`config.mk`:
```
export PLATFORM = sky130hd
export DESIGN_NAME = gpio_port_wake
export DESIGN_NICKNAME = d
export VERILOG_FILES = /design/src/rtl/gpio_port_pkg.sv /design/src/rtl/gpio_edge_sync.sv /design/src/rtl/gpio_regs.sv /design/src/rtl/gpio_pin_mux.sv /design/src/rtl/gpio_port_wake.sv
export SDC_FILE = /design/constraint.sdc
export NUM_CORES = 1
export LEC_CHECK = 0
export ABC_AREA = 1
export BUFFER_PORTS_ARGS = -buffer_cell sky130_fd_sc_hd__buf_2
export CORE_ASPECT_RATIO = 0.7
export CORE_UTILIZATION = 41
export CTS_CLUSTER_DIAMETER = 60
export DETAILED_ROUTE_END_ITERATION = 16
export PLACE_DENSITY = 0.71
export RECOVER_POWER = 100
export SYNTH_ARGS = -nofsm -noshare
export SYNTH_HDL_FRONTEND = slang
export SYNTH_HIERARCHICAL = 1
export SYNTH_SLANG_ARGS = --single-unit
```
`constraint.sdc`:
```
create_clock -name clk -period 2.2 [get_ports clk]
set_input_delay 0.22 -clock clk [delete_from_list [all_inputs] [get_ports clk]]
set_output_delay 0.22 -clock clk [all_outputs]
set_load 0.02 [all_outputs]
```
`src/rtl/gpio_port_pkg.sv`:
```
package gpio_port_pkg;
  typedef enum logic [1:0] {
    REG_DATA = 2'd0,
    REG_DIR  = 2'd1,
    REG_WKEN = 2'd2,
    REG_NONE = 2'd3
  } reg_sel_e;
endpackage

```
`src/rtl/gpio_edge_sync.sv`:
```
module gpio_edge_sync #(
  parameter int W = 8
) (
  input  logic         clk,
  input  logic         rst_n,
  input  logic [W-1:0] pad_in,
  output logic [W-1:0] pad_sync,
  output logic [W-1:0] fall_vec
);
  logic [W-1:0] stage1_q;
  logic [W-1:0] stage2_q;
  logic [W-1:0] prev_q;

  always_ff @(posedge clk or negedge rst_n) begin
    if (!rst_n) begin
      stage1_q <= '0;
      stage2_q <= '0;
      prev_q   <= '0;
    end else begin
      stage1_q <= pad_in;
      stage2_q <= stage1_q;
      prev_q   <= stage2_q;
    end
  end

  assign pad_sync = stage2_q;
  assign fall_vec = prev_q & ~stage2_q;
endmodule

```
`src/rtl/gpio_regs.sv`:
```
module gpio_regs
  import gpio_port_pkg::*;
#(
  parameter int W = 8
) (
  input  logic         clk,
  input  logic         rst_n,
  input  logic [1:0]   bus_addr,
  input  logic         bus_we,
  input  logic [W-1:0] bus_wdata,
  input  logic [W-1:0] pad_sync,
  output logic [W-1:0] bus_rdata,
  output logic [W-1:0] data_q,
  output logic [W-1:0] dir_q,
  output logic [W-1:0] wken_q
);
  reg_sel_e sel;
  assign sel = reg_sel_e'(bus_addr);

  // input pins show the pad, output pins show the latch
  function automatic logic [W-1:0] port_view(input logic [W-1:0] dir,
                                             input logic [W-1:0] latch,
                                             input logic [W-1:0] pad);
    return (dir & pad) | (~dir & latch);
  endfunction

  always_ff @(posedge clk or negedge rst_n) begin
    if (!rst_n) begin
      data_q <= '0;
      dir_q  <= '1;
      wken_q <= '0;
    end else if (bus_we) begin
      case (sel)
        REG_DATA: data_q <= bus_wdata;
        REG_DIR:  dir_q  <= bus_wdata;
        REG_WKEN: wken_q <= bus_wdata;
        default:  ;
      endcase
    end
  end

  always_comb begin
    case (sel)
      REG_DATA: bus_rdata = port_view(dir_q, data_q, pad_sync);
      REG_DIR:  bus_rdata = dir_q;
      REG_WKEN: bus_rdata = wken_q;
      default:  bus_rdata = '0;
    endcase
  end
endmodule

```
`src/rtl/gpio_pin_mux.sv`:
```
module gpio_pin_mux #(
  parameter int W        = 8,
  parameter int TONE_BIT = 3,
  parameter int PWM0_BIT = 0,
  parameter int PWM1_BIT = 1
) (
  input  logic [W-1:0] data_q,
  input  logic [W-1:0] dir_q,
  input  logic         tone_in,
  input  logic [1:0]   pwm_in,
  input  logic         cfg_pullup_en,
  input  logic         cfg_tone_en,
  input  logic [1:0]   cfg_pwm_en,
  output logic [W-1:0] pad_out,
  output logic [W-1:0] pad_oe,
  output logic [W-1:0] pad_pu
);
  logic [W-1:0] alt_sel;
  logic [W-1:0] alt_val;

  always_comb begin
    alt_sel = '0;
    alt_val = '0;
    alt_sel[TONE_BIT] = cfg_tone_en;
    alt_val[TONE_BIT] = tone_in;
    alt_sel[PWM0_BIT] = cfg_pwm_en[0];
    alt_val[PWM0_BIT] = pwm_in[0];
    alt_sel[PWM1_BIT] = cfg_pwm_en[1];
    alt_val[PWM1_BIT] = pwm_in[1];
  end

  for (genvar i = 0; i < W; i++) begin : g_pin
    logic drive_alt;
    assign drive_alt  = alt_sel[i] & ~dir_q[i];
    assign pad_out[i] = drive_alt ? alt_val[i] : data_q[i];
    assign pad_oe[i]  = ~dir_q[i];
    assign pad_pu[i]  = dir_q[i] & cfg_pullup_en;
  end
endmodule

```
`src/rtl/gpio_port_wake.sv`:
```
module gpio_port_wake #(
  parameter int W = 8
) (
  input  logic         clk,
  input  logic         rst_n,
  input  logic [1:0]   bus_addr,
  input  logic         bus_we,
  input  logic [W-1:0] bus_wdata,
  output logic [W-1:0] bus_rdata,
  input  logic [W-1:0] pad_in,
  output logic [W-1:0] pad_out,
  output logic [W-1:0] pad_oe,
  output logic [W-1:0] pad_pu,
  input  logic         tone_in,
  input  logic [1:0]   pwm_in,
  input  logic         cfg_pullup_en,
  input  logic         cfg_tone_en,
  input  logic [1:0]   cfg_pwm_en,
  input  logic         halt_req,
  output logic         halted,
  output logic         wake
);
  logic [W-1:0] pad_sync;
  logic [W-1:0] fall_vec;
  logic [W-1:0] data_q;
  logic [W-1:0] dir_q;
  logic [W-1:0] wken_q;
  logic [W-1:0] wake_hit;
  logic         halted_q;

  gpio_edge_sync #(.W(W)) i_sync (
    .clk(clk), .rst_n(rst_n), .pad_in(pad_in),
    .pad_sync(pad_sync), .fall_vec(fall_vec)
  );

  gpio_regs #(.W(W)) i_regs (
    .clk(clk), .rst_n(rst_n), .bus_addr(bus_addr), .bus_we(bus_we),
    .bus_wdata(bus_wdata), .pad_sync(pad_sync), .bus_rdata(bus_rdata),
    .data_q(data_q), .dir_q(dir_q), .wken_q(wken_q)
  );

  gpio_pin_mux #(.W(W)) i_mux (
    .data_q(data_q), .dir_q(dir_q), .tone_in(tone_in), .pwm_in(pwm_in),
    .cfg_pullup_en(cfg_pullup_en), .cfg_tone_en(cfg_tone_en),
    .cfg_pwm_en(cfg_pwm_en), .pad_out(pad_out), .pad_oe(pad_oe),
    .pad_pu(pad_pu)
  );

  assign wake_hit = fall_vec & wken_q;
  assign wake     = halted_q & (|wake_hit);

  always_ff @(posedge clk or negedge rst_n) begin
    if (!rst_n)        halted_q <= 1'b0;
    else if (wake)     halted_q <= 1'b0;
    else if (halt_req) halted_q <= 1'b1;
  end

  assign halted = halted_q;
endmodule

```
; After elaboration in Yosys (flattened, before gate mapping)
; Index checks and enable logic that the tools add are counted.
[op_classes]
n_bitwise = 27
reduce_logical = 6
n_eq_ne = 2
n_mux = 6
[op_table]
columns = op, count
row1 = bitwise AND 8 bit, 4
row2 = case mux 8 bit (3 select lines), 1
row3 = inverter 8 bit, 2
row4 = bitwise AND 1 bit, 12
row5 = inverter 1 bit, 8
row6 = OR 8 bit, 1
row7 = OR reduction 8 bit, 1
row8 = AND reduction 2 bit, 3
row9 = 2-to-1 mux 1 bit, 5
row10 = "== test 2 x 1 -> 1 bit, second input constant", 1
row11 = "== test 2 bit, second input constant", 1
row12 = logical NOT 2 bit, 1
row13 = nonzero test 2 bit, 1
[totals]
inputBits = 29
out_inout_bits = 34
reg_bits = 49
elab_cells = 48

; Depth between registers and ports, before layout
[logic_depth]
ltp_word = 6
depth_mapped = 7
depth_no_buf = 7

; Modules after synthesis
; The synthesis kept the hierarchy.
[modules_own_cells]
columns = mod, seq_area_each_um2, area_per_inst_um2, cells_per_inst, n_inst
row1 = gpio_regs, 610.6, 1383.8, 196, 1
row2 = gpio_edge_sync, 600.6, 680.7, 40, 1
row3 = gpio_pin_mux, 0.0, 181.4, 42, 1
row4 = gpio_port_wake, 25.0, 106.4, 19, 1

; Least setup slack after synthesis
; Ideal clock, no wire load.
[synth_timing]
path_kind = flip-flop to output port
start = register i_sync.stage2_q[6] (netlist: i_sync/pad_sync[6])
end = output wake
stages_incl_launch_ff = 6
t_arrival_ns = 0.986
setup_slack_ns = 0.994
required_ns = 1.980
n_path_buf = 0
cell_sequence = dfrtp_1 nor2_2 nand2_1 nand2_1 nor2_2 a21boi_1
[synth_between]
elab_chain_cells = 5
[synth_rtl]
columns = element, line
row1 = "start, declared", gpio_edge_sync.sv:11  ; logic [W-1:0] stage2_q;
row2 = "start signal, assigned", gpio_edge_sync.sv:21  ; stage2_q <= stage1_q;
row3 = inverter 8 bit, gpio_edge_sync.sv:27  ; assign fall_vec = prev_q & ~stage2_q;
row4 = bitwise AND 8 bit, gpio_edge_sync.sv:27
row5 = net fall_vec[6], gpio_port_wake.sv:24  ; logic [W-1:0] fall_vec;
row6 = bitwise AND 8 bit, gpio_port_wake.sv:49  ; assign wake_hit = fall_vec & wken_q;
row7 = OR reduction 8 bit, gpio_port_wake.sv:50  ; assign wake = halted_q & (|wake_hit);
row8 = bitwise AND 1 bit, gpio_port_wake.sv:50
row9 = "end, declared", gpio_port_wake.sv:21  ; output logic wake
; The timed path passes the listed nets, and every way through them passes these cells.

; Final worst setup path
[layout_timing]
start = register i_regs.dir_q[7]
end = output bus_rdata[7]
[layout_between]
elab_chain_cells = 4
word_cells_on_any_way = 5
cone_classes = mux: 1 / bitwise: 4
[layout_rtl]
columns = element, line
row1 = "start, declared", gpio_regs.sv:14  ; output logic [W-1:0] dir_q,
row2 = "start signal, assigned", gpio_regs.sv:35  ; REG_DIR: dir_q <= bus_wdata;
row3 = inverter 8 bit, gpio_regs.sv:24  ; return (dir & pad) | (~dir & latch);
row4 = bitwise AND 8 bit, gpio_regs.sv:24
row5 = OR 8 bit, gpio_regs.sv:24
row6 = case mux 8 bit (3 select lines) *, gpio_regs.sv:43  ; case (sel)
row7 = "end, declared", gpio_port_wake.sv:9  ; output logic [W-1:0] bus_rdata,
; Mark *: on every way between the ends. The rest lies on a longest branch, timed or not.

==> summary.txt <==
Clock network
  – Htree depth: 2
  – Clock root cell: clkbuf_8
  – CTS tree: done
  – Clock latency on the worst-skew pair: 310 ps
  – Post-cts sizing count: 0
  – Reg clk slew, reported paths: 80 ps
  – Clock Sinks: 49
  – Longest Clk Path Bufs: 2
  – Cts bufs inserted: 5

Route
  – DR WL/cell: 12.0 µm
  – DRT Pass-1 Iters: 4
  – Initial drt markers: 143
  – Post-DR vias/cell: 4.54
  – Vias: 1956
  – Total Wirelength: 5190 µm
  – DRC errors left: 0
  – Antenna Violating Nets Remaining: 0

STA
  – Tightest Pin Transition: 1170 ps
  – Period utilization: 79.0%
  – Final Skew: 3.39 ps
  – Final setup fails: 0
  – Slew Viols, Final: 0
  – Final Hold Vio Count: 0
  – Max Clock Freq: 575 MHz
  – Max-slew headroom: 22.0%
  – Period minus WS final: 1740 ps
  – Setup TNS Final: 0 ps
  – RSZ-0062 raised after global routing: no
  – Fin worst setup slack: 461 ps

Placement
  – Post-Place Cells: 422
  – Pre-CTS setup slack: 922 ps
  – Placer Congestion: 0.819
  – Placed wire-length estimate: 3800 µm
  – I/O Buffers: 62

Synth
  – Synth cell types: 18
  – Syn_nets: 326
  – Average size of a mapped cell: 7.92 µm²
  – Syn. warnings: 6
  – Sequential element share of the synthesized area: 52.6%
  – Synth Instances: 297
  – Register bit total from synthesis: 49
  – Cell area after synthesis: 2350 µm²

Critical path
  – Largest delay share family, worst path: flip-flops
  – Critical setup path kind: register to output pin
  – Startpoint class of the critical path: register
  – Worst path required time: 1980 ps
  – Reg2reg start: i_sync/prev_q[3]
  – Top cell by count, worst path: nand2_1
  – Slowest cell on crit path: dfstp_1
  – CP endpoint kind: output pin
  – CP arrival: 1520 ps
  – CP max FO: 6
  – Reg2Reg Setup Slack: 1180 ps
  – R2r endpoint: halted
  – CP cell instances: nand3_1 -> nand2_1 -> inv_1 -> nand2_1 -> clkbuf_1
  – Max incr delay on CP: 660 ps
  – Buf/Inv on CP: 2
  – FF-to-FF path depth: 7

Worst hold path
  – Beginning of the worst hold path: pad_in[7]
  – Hold Path End: i_sync/stage1_q[7]
  – Min-Delay Path Class: primary input to register
  – Hold path cells: 1

Die
  – FP Rows: 22
  – Top Ports: 63
  – Total die area: 6050 µm²
  – DIE HEIGHT: 65.4 µm
  – Core Region: 5370 µm²
  – Initial Utilization: 43.8%
  – Die X: 92.5 µm

Pwr
  – Internal power: 1.43 mW
  – Clk pwr share: 24.6%
  – Psw: 748 µW
  – Pwr Density: 801 nW/µm²
  – VDD IR max: 0.424 mV
  – Register share of total power: 51.2%
  – Leak: 1.56 nW
  – Comb pwr share: 24.2%
  – Switch share: 34.4%

Run
  – Max-Cap Viols: 0

Cells and area
  – Most common cell after layout, fill and taps aside: nand2_1
  – Diodes inserted: 0
  – Nets: 388
  – Most frequent cells in the layout: nand2_1 (127), inv_1 (58), dfrtp_1 (41)
  – Multi-input logic area: 772 µm²
  – Layout area overhead: 15.5%
  – Post-Layout Cell Count: 431
  – Register Area: 1240 µm²
  – Fill count: 533
  – Share of cells above drive strength 1: 16.2%

Global route
  – Total Routing Usage GR: 19.2%
  – Global-route wire length before repair: 8660 µm
  – Gr ovfl total: 0
  – Initial antenna violation count: 0
  – Largest net degree at the start of global routing: 50
  – Vias in the first global route: 1850

Outcome
  – Outcome: finished clean
layer usage:
layer / share of wire, % / routed length (µm) / track usage [%]
met5: 0 / 0 / 0
met4: 1.7 / 86 / 7.62
met3: 6.1 / 318 / 4.40
met2: 44 / 2270 / 30.6
met1: 48 / 2510 / 25.6
flip-flops by register name, indices dropped and copies added (netlist names):
signal           flops
i_sync/pad_sync      8
i_regs/data_q        8
i_regs/dir_q         8
halted               1
i_sync/stage1_q      8
i_sync/prev_q        8
i_regs/wken_q        8
logic make-up after synthesis:
group | share of synthesized area, %
compound gates | 0.692
buf+inv | 13.4
flops | 52.6
simple gates | 33.4
what timing repair did:
| action | 4_1_cts | 5_1_grt |
|---|---|---|
| setup endpoints to repair | 0 | 0 |
| hold buffers | 0 | 2 |
| setup buffers | 0 | 0 |
| hold endpoints to repair | 0 | 2 |
cell usage after synthesis:
library cell | n | share of area [%]
buf_4 | 5 | 1.6
buf_2 | 1 | 0.21
dfrtp_1 | 41 | 44
dfstp_2 | 8 | 8.9
clkinv_2 | 1 | 0.21
a21oi_2 | 1 | 0.37
nor2_2 | 10 | 2.7
nand2_1 | 126 | 20
inv_1 | 56 | 8.9
nand2_2 | 1 | 0.27
nand3_4 | 2 | 1.5
nor2_1 | 1 | 0.16
inv_2 | 3 | 0.48
nand3_1 | 33 | 7.0
nand3_2 | 2 | 0.85
buf_6 | 4 | 1.9
nor2_8 | 1 | 0.85
a21boi_1 | 1 | 0.32
power by group through the flow:
stage / combinational (mW) / sequential [mW] / clock (mW)
2_1_floorplan: 0.385 / 1.12 / 0
3_3_place_gp: 0.543 / 1.14 / 0
3_5_place_dp: 0.555 / 1.14 / 0
4_1_cts: 0.557 / 1.12 / 0.554
5_1_grt: 0.592 / 1.13 / 0.588
6_report: 0.526 / 1.12 / 0.535
metrics by stage:
stage	util (%)	total power [mW]	hold slack, ps	area, µm²
after global routing	50.6	2.31	1.30	2720
after detailed placement	49.8	1.69	329	2670
final	50.6	2.18	14.3	2720
after global placement	49.8	1.68	328	2670
after floorplan	-	1.50	-75.6	2350
after CTS	51.5	2.23	1.43	2760
layout make-up:
cell class	count	share of cell area, %
repair buffers	65	11.1
clock inverters	1	0.276
well taps	72	3.32
flip-flops and latches	49	45.5
multi-input cells	178	28.4
clock buffers	6	3.04
inverters	60	8.34
worst max-delay path by stage:
stage,cells past startpoint,start,slack [ps],to
final,5,i_regs/dir_q[7],460,bus_rdata[7]
after floorplan,5,i_sync/pad_sync[6],990,wake
after detailed placement,7,bus_addr[1],920,bus_rdata[4]
after CTS,5,i_regs/dir_q[4],620,bus_rdata[4]
after global routing,5,i_regs/dir_q[4],330,bus_rdata[4]
after global placement,7,bus_addr[1],920,bus_rdata[4]
No activity file was read; power rests on OpenSTA's default activity.
